===== src/rtl/nrz_rx_pkg.sv =====
package nrz_rx_pkg;
    localparam int BYTE_W = 8;

    typedef struct packed {
        logic [BYTE_W-1:0] data;
        logic              bit9;
        logic              ready;
        logic              ferr;
    } hold_t;
endpackage


===== src/rtl/nrz_rx_sync.sv =====
module nrz_rx_sync #(
    parameter int STAGES = 2
) (
    input  logic clk,
    input  logic rst_n,
    input  logic en,
    input  logic din,
    output logic dout
);
    logic [STAGES-1:0] chain_d, chain_q;

    generate
        if (STAGES == 1) begin : g_one
            always_comb chain_d = en ? din : 1'b1;
        end else begin : g_many
            always_comb chain_d = en ? {chain_q[STAGES-2:0], din} : '1;
        end
    endgenerate

    always_ff @(posedge clk or negedge rst_n) begin
        if (!rst_n) chain_q <= '1;
        else        chain_q <= chain_d;
    end

    assign dout = chain_q[STAGES-1];
endmodule


===== src/rtl/nrz_rx_vote.sv =====
module nrz_rx_vote (
    input  logic clk,
    input  logic rst_n,
    input  logic clr,
    input  logic take,
    input  logic s,
    output logic maj
);
    logic [1:0] ones_d, ones_q;

    always_comb begin
        ones_d = ones_q;
        if (clr)            ones_d = 2'd0;
        else if (take && s) ones_d = ones_q + 2'd1;
    end

    always_ff @(posedge clk or negedge rst_n) begin
        if (!rst_n) ones_q <= 2'd0;
        else        ones_q <= ones_d;
    end

    // the current sample counts toward the decision made in the same tick
    assign maj = (ones_q == 2'd2) || (ones_q == 2'd1 && take && s) || (ones_q == 2'd3);
endmodule


===== src/rtl/nrz_rx_frame.sv =====
module nrz_rx_frame #(
    parameter int OVS = 16,
    parameter int MID = 9,
    parameter int DW  = 8
) (
    input  logic          clk,
    input  logic          rst_n,
    input  logic          en,
    input  logic          tick,
    input  logic          nine_sel,
    input  logic          rxs,
    input  logic          maj,
    output logic          take,
    output logic          clr,
    output logic          done,
    output logic [DW-1:0] done_byte,
    output logic          done_bit9,
    output logic          done_ferr
);
    localparam int SW = DW + 1;
    localparam int CW = $clog2(OVS + 1);
    localparam int IW = $clog2(DW + 3);
    localparam logic [CW-1:0] C_LAST  = CW'(OVS);
    localparam logic [CW-1:0] C_FIRST = CW'(MID - 1);
    localparam logic [CW-1:0] C_DEC   = CW'(MID + 1);
    localparam logic [IW-1:0] I_D8    = IW'(DW);
    localparam logic [IW-1:0] I_D9    = IW'(DW + 1);

    typedef struct packed {
        logic          busy;
        logic [CW-1:0] cnt;
        logic [IW-1:0] idx;
        logic          nine;
        logic          last;
        logic [SW-1:0] sh;
    } fr_t;

    fr_t           q, d;
    logic [CW-1:0] cur;
    logic [IW-1:0] last_data;

    assign cur       = q.cnt + CW'(1);
    assign last_data = q.nine ? I_D9 : I_D8;
    assign take      = en && tick && q.busy && (cur >= C_FIRST) && (cur <= C_DEC);
    assign clr       = !en || !q.busy || (tick && cur == C_LAST);

    always_comb begin
        d         = q;
        done      = 1'b0;
        done_ferr = 1'b0;
        if (!en) begin
            d.busy = 1'b0;
            d.cnt  = '0;
            d.idx  = '0;
            d.last = 1'b0;
        end else if (tick) begin
            d.last = rxs;
            if (!q.busy) begin
                if (!rxs && q.last) begin
                    d.busy = 1'b1;
                    d.cnt  = CW'(1);
                    d.idx  = '0;
                    d.nine = nine_sel;
                end
            end else begin
                d.cnt = cur;
                if (cur == C_DEC) begin
                    if (q.idx == '0) begin
                        if (maj) d.busy = 1'b0;       // false start
                    end else if (q.idx <= last_data) begin
                        d.sh = {maj, q.sh[SW-1:1]};
                    end else begin
                        done      = 1'b1;
                        done_ferr = !maj;
                        d.busy    = 1'b0;
                    end
                end
                if (cur == C_LAST) begin
                    d.cnt = '0;
                    d.idx = q.idx + IW'(1);
                end
            end
        end
    end

    assign done_byte = q.nine ? q.sh[DW-1:0] : q.sh[SW-1:1];
    assign done_bit9 = q.nine & q.sh[SW-1];

    always_ff @(posedge clk or negedge rst_n) begin
        if (!rst_n) q <= '0;
        else        q <= d;
    end


    disabled_idle_chk: assert property (@(posedge clk) disable iff (!rst_n)
        !en |=> !q.busy);
endmodule


===== src/rtl/nrz_rx_dbuf.sv =====
module nrz_rx_dbuf
    import nrz_rx_pkg::*;
#(
    parameter int OVS       = 16,
    parameter int MID       = 9,
    parameter int SYNC_STGS = 2
) (
    input  logic              clk,
    input  logic              rst_n,
    input  logic              rx_en,
    input  logic              os_tick,
    input  logic              nine_bit,
    input  logic              rxd,
    input  logic              rd_ack,
    output logic [BYTE_W-1:0] rx_byte,
    output logic              rx_bit9,
    output logic              rx_ready,
    output logic              rx_frame_err
);
    logic              rxs, maj, take, clr, done, d_bit9, d_ferr;
    logic [BYTE_W-1:0] d_byte;
    hold_t             h_d, h_q;

    nrz_rx_sync #(.STAGES(SYNC_STGS)) u_sync (
        .clk(clk), .rst_n(rst_n), .en(rx_en), .din(rxd), .dout(rxs));

    nrz_rx_vote u_vote (
        .clk(clk), .rst_n(rst_n), .clr(clr), .take(take), .s(rxs), .maj(maj));

    nrz_rx_frame #(.OVS(OVS), .MID(MID), .DW(BYTE_W)) u_frame (
        .clk(clk), .rst_n(rst_n), .en(rx_en), .tick(os_tick), .nine_sel(nine_bit),
        .rxs(rxs), .maj(maj), .take(take), .clr(clr), .done(done),
        .done_byte(d_byte), .done_bit9(d_bit9), .done_ferr(d_ferr));

    always_comb begin
        h_d = h_q;
        if (rd_ack) h_d.ready = 1'b0;
        if (done) begin
            h_d.data  = d_byte;
            h_d.bit9  = d_bit9;
            h_d.ready = 1'b1;
            h_d.ferr  = d_ferr;
        end
    end

    always_ff @(posedge clk or negedge rst_n) begin
        if (!rst_n) h_q <= '0;
        else        h_q <= h_d;
    end

    assign rx_byte      = h_q.data;
    assign rx_bit9      = h_q.bit9;
    assign rx_ready     = h_q.ready;
    assign rx_frame_err = h_q.ferr;


    ready_on_done_chk: assert property (@(posedge clk) disable iff (!rst_n)
        done |=> rx_ready);

    ready_clear_chk: assert property (@(posedge clk) disable iff (!rst_n)
        (rd_ack && !done) |=> !rx_ready);

    hold_stable_chk: assert property (@(posedge clk) disable iff (!rst_n)
        !done |=> ($stable(rx_byte) && $stable(rx_bit9)));

    ferr_follow_chk: assert property (@(posedge clk) disable iff (!rst_n)
        done |=> (rx_frame_err == $past(d_ferr)));
endmodule


===== config.mk =====
export PLATFORM = sky130hd
export DESIGN_NAME = nrz_rx_dbuf
export DESIGN_NICKNAME = d
export VERILOG_FILES = /design/src/rtl/nrz_rx_pkg.sv /design/src/rtl/nrz_rx_sync.sv /design/src/rtl/nrz_rx_vote.sv /design/src/rtl/nrz_rx_frame.sv /design/src/rtl/nrz_rx_dbuf.sv
export SDC_FILE = /design/constraint.sdc
export NUM_CORES = 1
export LEC_CHECK = 0
export BUFFER_PORTS_ARGS = -buffer_cell sky130_fd_sc_hd__buf_2
export CORE_MARGIN = 1.5
export CORE_UTILIZATION = 35
export CTS_CLUSTER_DIAMETER = 50
export DETAILED_ROUTE_END_ITERATION = 16
export PLACE_DENSITY = 0.52
export RECOVER_POWER = 50
export SYNTH_ARGS = -nofsm -noshare
export SYNTH_HDL_FRONTEND = slang
export SYNTH_SLANG_ARGS = --single-unit

===== constraint.sdc =====
create_clock -name clk -period 3.9 [get_ports clk]
set_input_delay 0.39 -clock clk [delete_from_list [all_inputs] [get_ports clk]]
set_output_delay 0.39 -clock clk [all_outputs]
set_load 0.05 [all_outputs]

**Yosys cells after proc, flatten, opt, wreduce, memory -nomap -nowiden**

Index checks and enable logic that the tools add are counted.

- Add/sub/neg operators: 3
- Order comparisons: 3
- Eq/ne operators: 8
- Multiplexer cells: 34
- Bitwise operators: 3
- Reductions and logical operators: 24

Operators with widths:

| kind | number |
|---|---|
| two-way mux 9 bit | 5 |
| two-way mux 21 bit | 1 |
| two-way mux 1 bit | 20 |
| two-way mux 10 bit | 2 |
| two-way mux 11 bit | 1 |
| logical AND 1 bit | 9 |
| two-way mux 2 bit | 4 |
| two-way mux 8 bit | 1 |
| AND reduction 6 bit | 1 |
| adder 5 x 1 -> 5 bit, second input constant | 1 |
| equality test 5 x 4 -> 1 bit, second input constant | 1 |
| equality test 5 bit, second input constant | 1 |
| greater-or-equal comparator 5 x 4 -> 1 bit, second input constant | 1 |
| less-or-equal comparator 5 x 4 -> 1 bit, second input constant | 1 |
| adder 4 x 1 -> 4 bit, second input constant | 1 |
| equality test 2 bit, second input constant | 2 |
| less-or-equal comparator 4 bit | 1 |
| logical NOT 1 bit | 4 |
| logical NOT 4 bit | 1 |
| logical OR 1 bit | 4 |
| AND reduction 4 bit | 1 |
| nonzero test 2 bit | 2 |
| inequality test 3 x 1 -> 1 bit, second input constant | 1 |
| inequality test 3 bit, second input constant | 1 |
| other kinds (7) | 8 |

- Flip-flop bits (word level): 36
- Input port bits: 7
- Output and inout bits: 11
- Word-level logic and storage cells: 87

**Depth between registers and ports, before layout**

- Depth in word-level cells: 16
- Depth in mapped cells: 8
- Gate-level depth less buffers: 7

**Hierarchy**

Synthesis repeated with hierarchy kept, for this count alone.

- Cell total of the unflattened synthesis: 172
- Area total of the unflattened synthesis: 1975.6 um^2

By module, submodules not included:

| module | instances | cells an instance | area each (um^2) | seq. area each (um^2) |
|---|---|---|---|---|
| nrz_rx_frame | 1 | 131 | 1322.5 | 525.5 |
| nrz_rx_dbuf | 1 | 24 | 445.4 | 275.3 |
| nrz_rx_vote | 1 | 13 | 142.6 | 50.0 |
| nrz_rx_sync | 1 | 4 | 65.1 | 52.6 |

**Worst setup path before layout**

Ideal clock, no wire load.

- Path type: flip-flop to flip-flop
- Start: reg u_frame.q[15] (netlist name)
- End: reg u_frame.q[0] (netlist name)
- Setup time: 0.125 ns
- Data arrival time: 2.164 ns
- Required time: 3.775 ns
- Setup slack: 1.611 ns
- Cell stages (with the launch flop): 7
- Buffers on the path: 0
- Period minus slack after synthesis: 2.289 ns
- Cell sequence: dfrtp_1 -> ha_1 -> nand2_1 -> or4_4 -> and2_4 -> nor3_4 -> mux2_2

- Cells in the longest elaborated chain, start to end: 3

Ends and longest elaborated chain:

| item | RTL line | RTL |
|---|---|---|
| from (decl) | nrz_rx_frame.sv:38 | `fr_t q, d;` |
| from (signal assigned) | nrz_rx_frame.sv:90 | `if (!rst_n) q <= '0;` |
| from (signal assigned) | nrz_rx_frame.sv:91 | `else q <= d;` |
| adder 5 x 1 -> 5 bit | nrz_rx_frame.sv:42 | `assign cur = q.cnt + CW'(1);` |
| equality test 5 x 4 -> 1 bit | nrz_rx_frame.sv:67 | `if (cur == C_DEC) begin` |
| AND reduction 6 bit (no source line) | -- |  |

Every way passes these cells.
A chain may end at the register's enable or synchronous reset.

**Worst setup path in the final report**

- Start: reg u_frame.q[15] (netlist name)
- End: reg u_frame.q[6] (netlist name)

The elaborated chain is that of the path after synthesis.

==> results.ini <==
[clocking]
clkLatencyLatePin_ns = 0.29
clk_transition_reported_paths_ns = 0.07
clock-root-buffer = clkbuf_8
cts-htree-levels = 2
number_of_clock_buffers_inserted_by_tritoncts = 5
postCtsHoldBufs = 0
postCtsResizedCells = 0
clock_tree.buffer_depth = 2
cts.repair_timing.setup_buffer_count = 0
cts_tree = built
cts.sinks = 36

[critical_path]
minimum_setup_slack_among_reg_to_reg_paths_ns = 1.34
timing_worst_setup_path_type = reg2reg
cp.required_ns = 4.07
max_fanout_on_critical_path = 9
critPathMaxStageDelay_ns = 0.53
worstSetupEndpointType = flop
worst_setup_path_start_kind = flop
rr_worst_depth = 6
reg2reg_from = u_frame.q[15]$_DFFE_PN0P_
r2r_end = u_frame.q[6]$_DFFE_PN0P_
crit_path_cell_trace = ha_1 -> nand2_1 -> or4_4 -> and2_4 -> nor3_4 -> mux2_2
worst-endpoint-arrival_ns = 2.73
cpMaxStageDelayCell = or4_4

[die]
design.core.area_um2 = 5170
floorplan.die_area_um2 = 5920
initial_core_util_pct = 37.0
floorplan.rows = 26
die-width_um = 76.9
die_y_um = 76.9
io_pins = 18

[detailed_routing]
via_count = 1340
drt-initial-drc-count = 87
final_antenna_net_count = 0
routedWlPerCell_um = 13.8
route.met2.wl_um = 1710
viasPerCell = 5.02
drt-pass1-iter-count = 4
wl_met1_um = 1810
highest-signal-layer = met4
drcViolationCount = 0
route.final.wire_length_um = 3670
dr_wl_met3_um = 102

[timing]
maxSlewHeadroom_pct = -29.3
final_worst_path_period_share_pct = 65.7
final.setup.tns_ns = 0
fmax_mhz = 390
hold_viol_final = 0
final_max_slew_viol_count = 37
finalCriticalPeriod_ns = 2.56
clock_skew_ns = 0.00636
slew_at_the_pin_closest_to_its_max_slew_limit_ns = 1.94
grt_setup_unrepaired = false
finalSetupViolations = 0

[synth]
post_synth_inst_count = 180
ys_async_sr_fraction_pct = 100
yosysTopAreaCell = dfrtp_1
yosysSeqAreaShare_pct = 47.2
yosysUniqueCellTypes = 44
postSynthRegisterBits = 36
synth_enable_flop_cells = 0
yosys.area.top_type_share_pct = 44.5
postSynthAreaPerCell_um2 = 10.6
post_synth_main_area_contributors = dfrtp_1, mux2_2, mux2i_1, ha_1, nor2_1
syn-cell-area_um2 = 1910
postSynth.topFlopCell = dfrtp_1
yosys_warnings = 0
syn_nets = 195

[power_and_ir_drop]
p_leak_nw = 1.03
power_density_nw_per_um2 = 343
total_power_uw = 741
ir_drop_mv = 0.185

[final_layout]
areaGrowthSynthToFinish_pct = 12.9
design.final.nets = 211
post_route_cells_drive_above_1_share_pct = 22.3
antenna_cells = 0

[status]
violations = capacitance limit, slew limit
outcome = finished, violations left

[global_routing]
grt_pass1_wl_um = 6550
grt_total_usage_pct = 14.1
grt_pass1_vias = 1357
antenna_violations_before_repair = 0
final_global_route_overflow_total = 0
largest_net_degree_at_the_start_of_global_routing = 37

[job]
timing.max_cap.violations = 1

[hold_path]
worstHoldEndpoint = u_sync.chain_q[0]$_DFF_PN1_
timing.hold.worst.start = rxd
worst_hold_path_class = in2reg
hold_depth = 2

[place]
gp_routability_congestion = 0.847
post-dp-hpwl_um = 2640
place.port_buffers = 17

-- state kept, by name, indices dropped and copies added, names as in the netlist --
signal	cells
rx_bit9	1
rx_byte	8
rx_frame_err	1
rx_ready	1
u_frame.q	21
u_sync.chain_q	2
u_vote.ones_q	2
-- worst max-delay path, delay by kind of cell, from the launching register on --
| family | cells | cell delay (ns) |
|---|---|---|
| muxes | 1 | 0.40 |
| DFF | 1 | 0.51 |
| adders and majority gates | 1 | 0.27 |
| and+or+nand+nor | 4 | 1.26 |
-- cells by family after synthesis --
family / after synthesis / synth area share [%]
buffers and inverters: 20 / 4.25
AOI/OAI and AO/OA: 37 / 14.3
DFF: 36 / 47.2
xor gates and xnor gates: 2 / 0.916
adders and majority gates: 8 / 5.23
and+or+nand+nor: 53 / 14.8
muxes: 24 / 13.3
-- per-layer routing --
| layer | up-vias | track usage [%] |
|---|---|---|
| met5 | - | 0 |
| met4 | 0 | 7.22 |
| met3 | 6 | 2.98 |
| met2 | 17 | 21.7 |
| met1 | 649 | 18.5 |
| li1 | 668 | - |
-- power by group --
part | internal [mW] | switching, mW | leakage, nW
sequential | 0.377 | 0.00855 | 0.484
clock | 0.190 | 0.134 | 0.0552
combinational | 0.0132 | 0.0180 | 0.495
total | 0.580 | 0.161 | 1.03
-- how the worst max path moves through the flow --
stage / startpoint / depth (start not counted) / to
finish: u_frame.q[15]$_DFFE_PN0P_ / 6 / u_frame.q[6]$_DFFE_PN0P_
global route: u_frame.q[15]$_DFFE_PN0P_ / 6 / u_frame.q[6]$_DFFE_PN0P_
CTS: u_frame.q[15]$_DFFE_PN0P_ / 6 / u_frame.q[6]$_DFFE_PN0P_
detailed placement: u_frame.q[15]$_DFFE_PN0P_ / 6 / u_frame.q[0]$_DFFE_PN0P_
global placement: u_frame.q[15]$_DFFE_PN0P_ / 6 / u_frame.q[5]$_DFFE_PN0P_
floorplan: u_frame.q[15]$_DFFE_PN0P_ / 6 / u_frame.q[0]$_DFFE_PN0P_
-- cell type report --
cell class	count	area [um^2]
fill	497	3010
multi-input combinational	124	933
sequential	36	903
timing repair buffer	18	87.6
tap	70	87.6
clock buffer	6	72.6
inverter	11	41.3
clock inverter	2	35.0
-- per-stage QoR --
stage	setup WS [ns]	util (%)	instances	hold slack, ns	instance area (um^2)
2_1_floorplan	1.61	-	180	0.0944	1910
3_3_place_gp	1.45	39.8	259	0.459	2060
3_5_place_dp	1.37	39.8	259	0.471	2060
4_1_cts	1.35	41.9	267	0.225	2170
5_1_grt	1.20	41.8	267	0.315	2160
6_report	1.34	41.8	267	0.298	2160
-- Yosys cell counts (5+ instances only) --
library cell and number:
dfrtp_1 34, nor2_1 15, mux2_2 12, mux2i_1 12, inv_1 11, a21oi_1 10
nand2_1 10, ha_1 8, o21ai_0 7, clkbuf_1 5, nand3_1 5
-- cells in the final DEF (no fill, tap or decap), types with 2 or more instances in the layout --
master	n
dfstp_2	2
dfrtp_1	34
nor2b_1	4
nand2b_1	3
a22o_1	2
a21oi_1	10
nor3_1	4
clkbuf_1	5
clkbuf_8	5
nand3_1	5
nand3b_1	2
mux2i_1	12
xnor2_1	2
nor2_1	15
mux2_2	12
ha_1	8
inv_1	11
a21o_1	4
o21ai_0	7
o221ai_1	2
buf_2	13
nand2_1	10
Note: power is estimated with default switching activity, not from simulation.
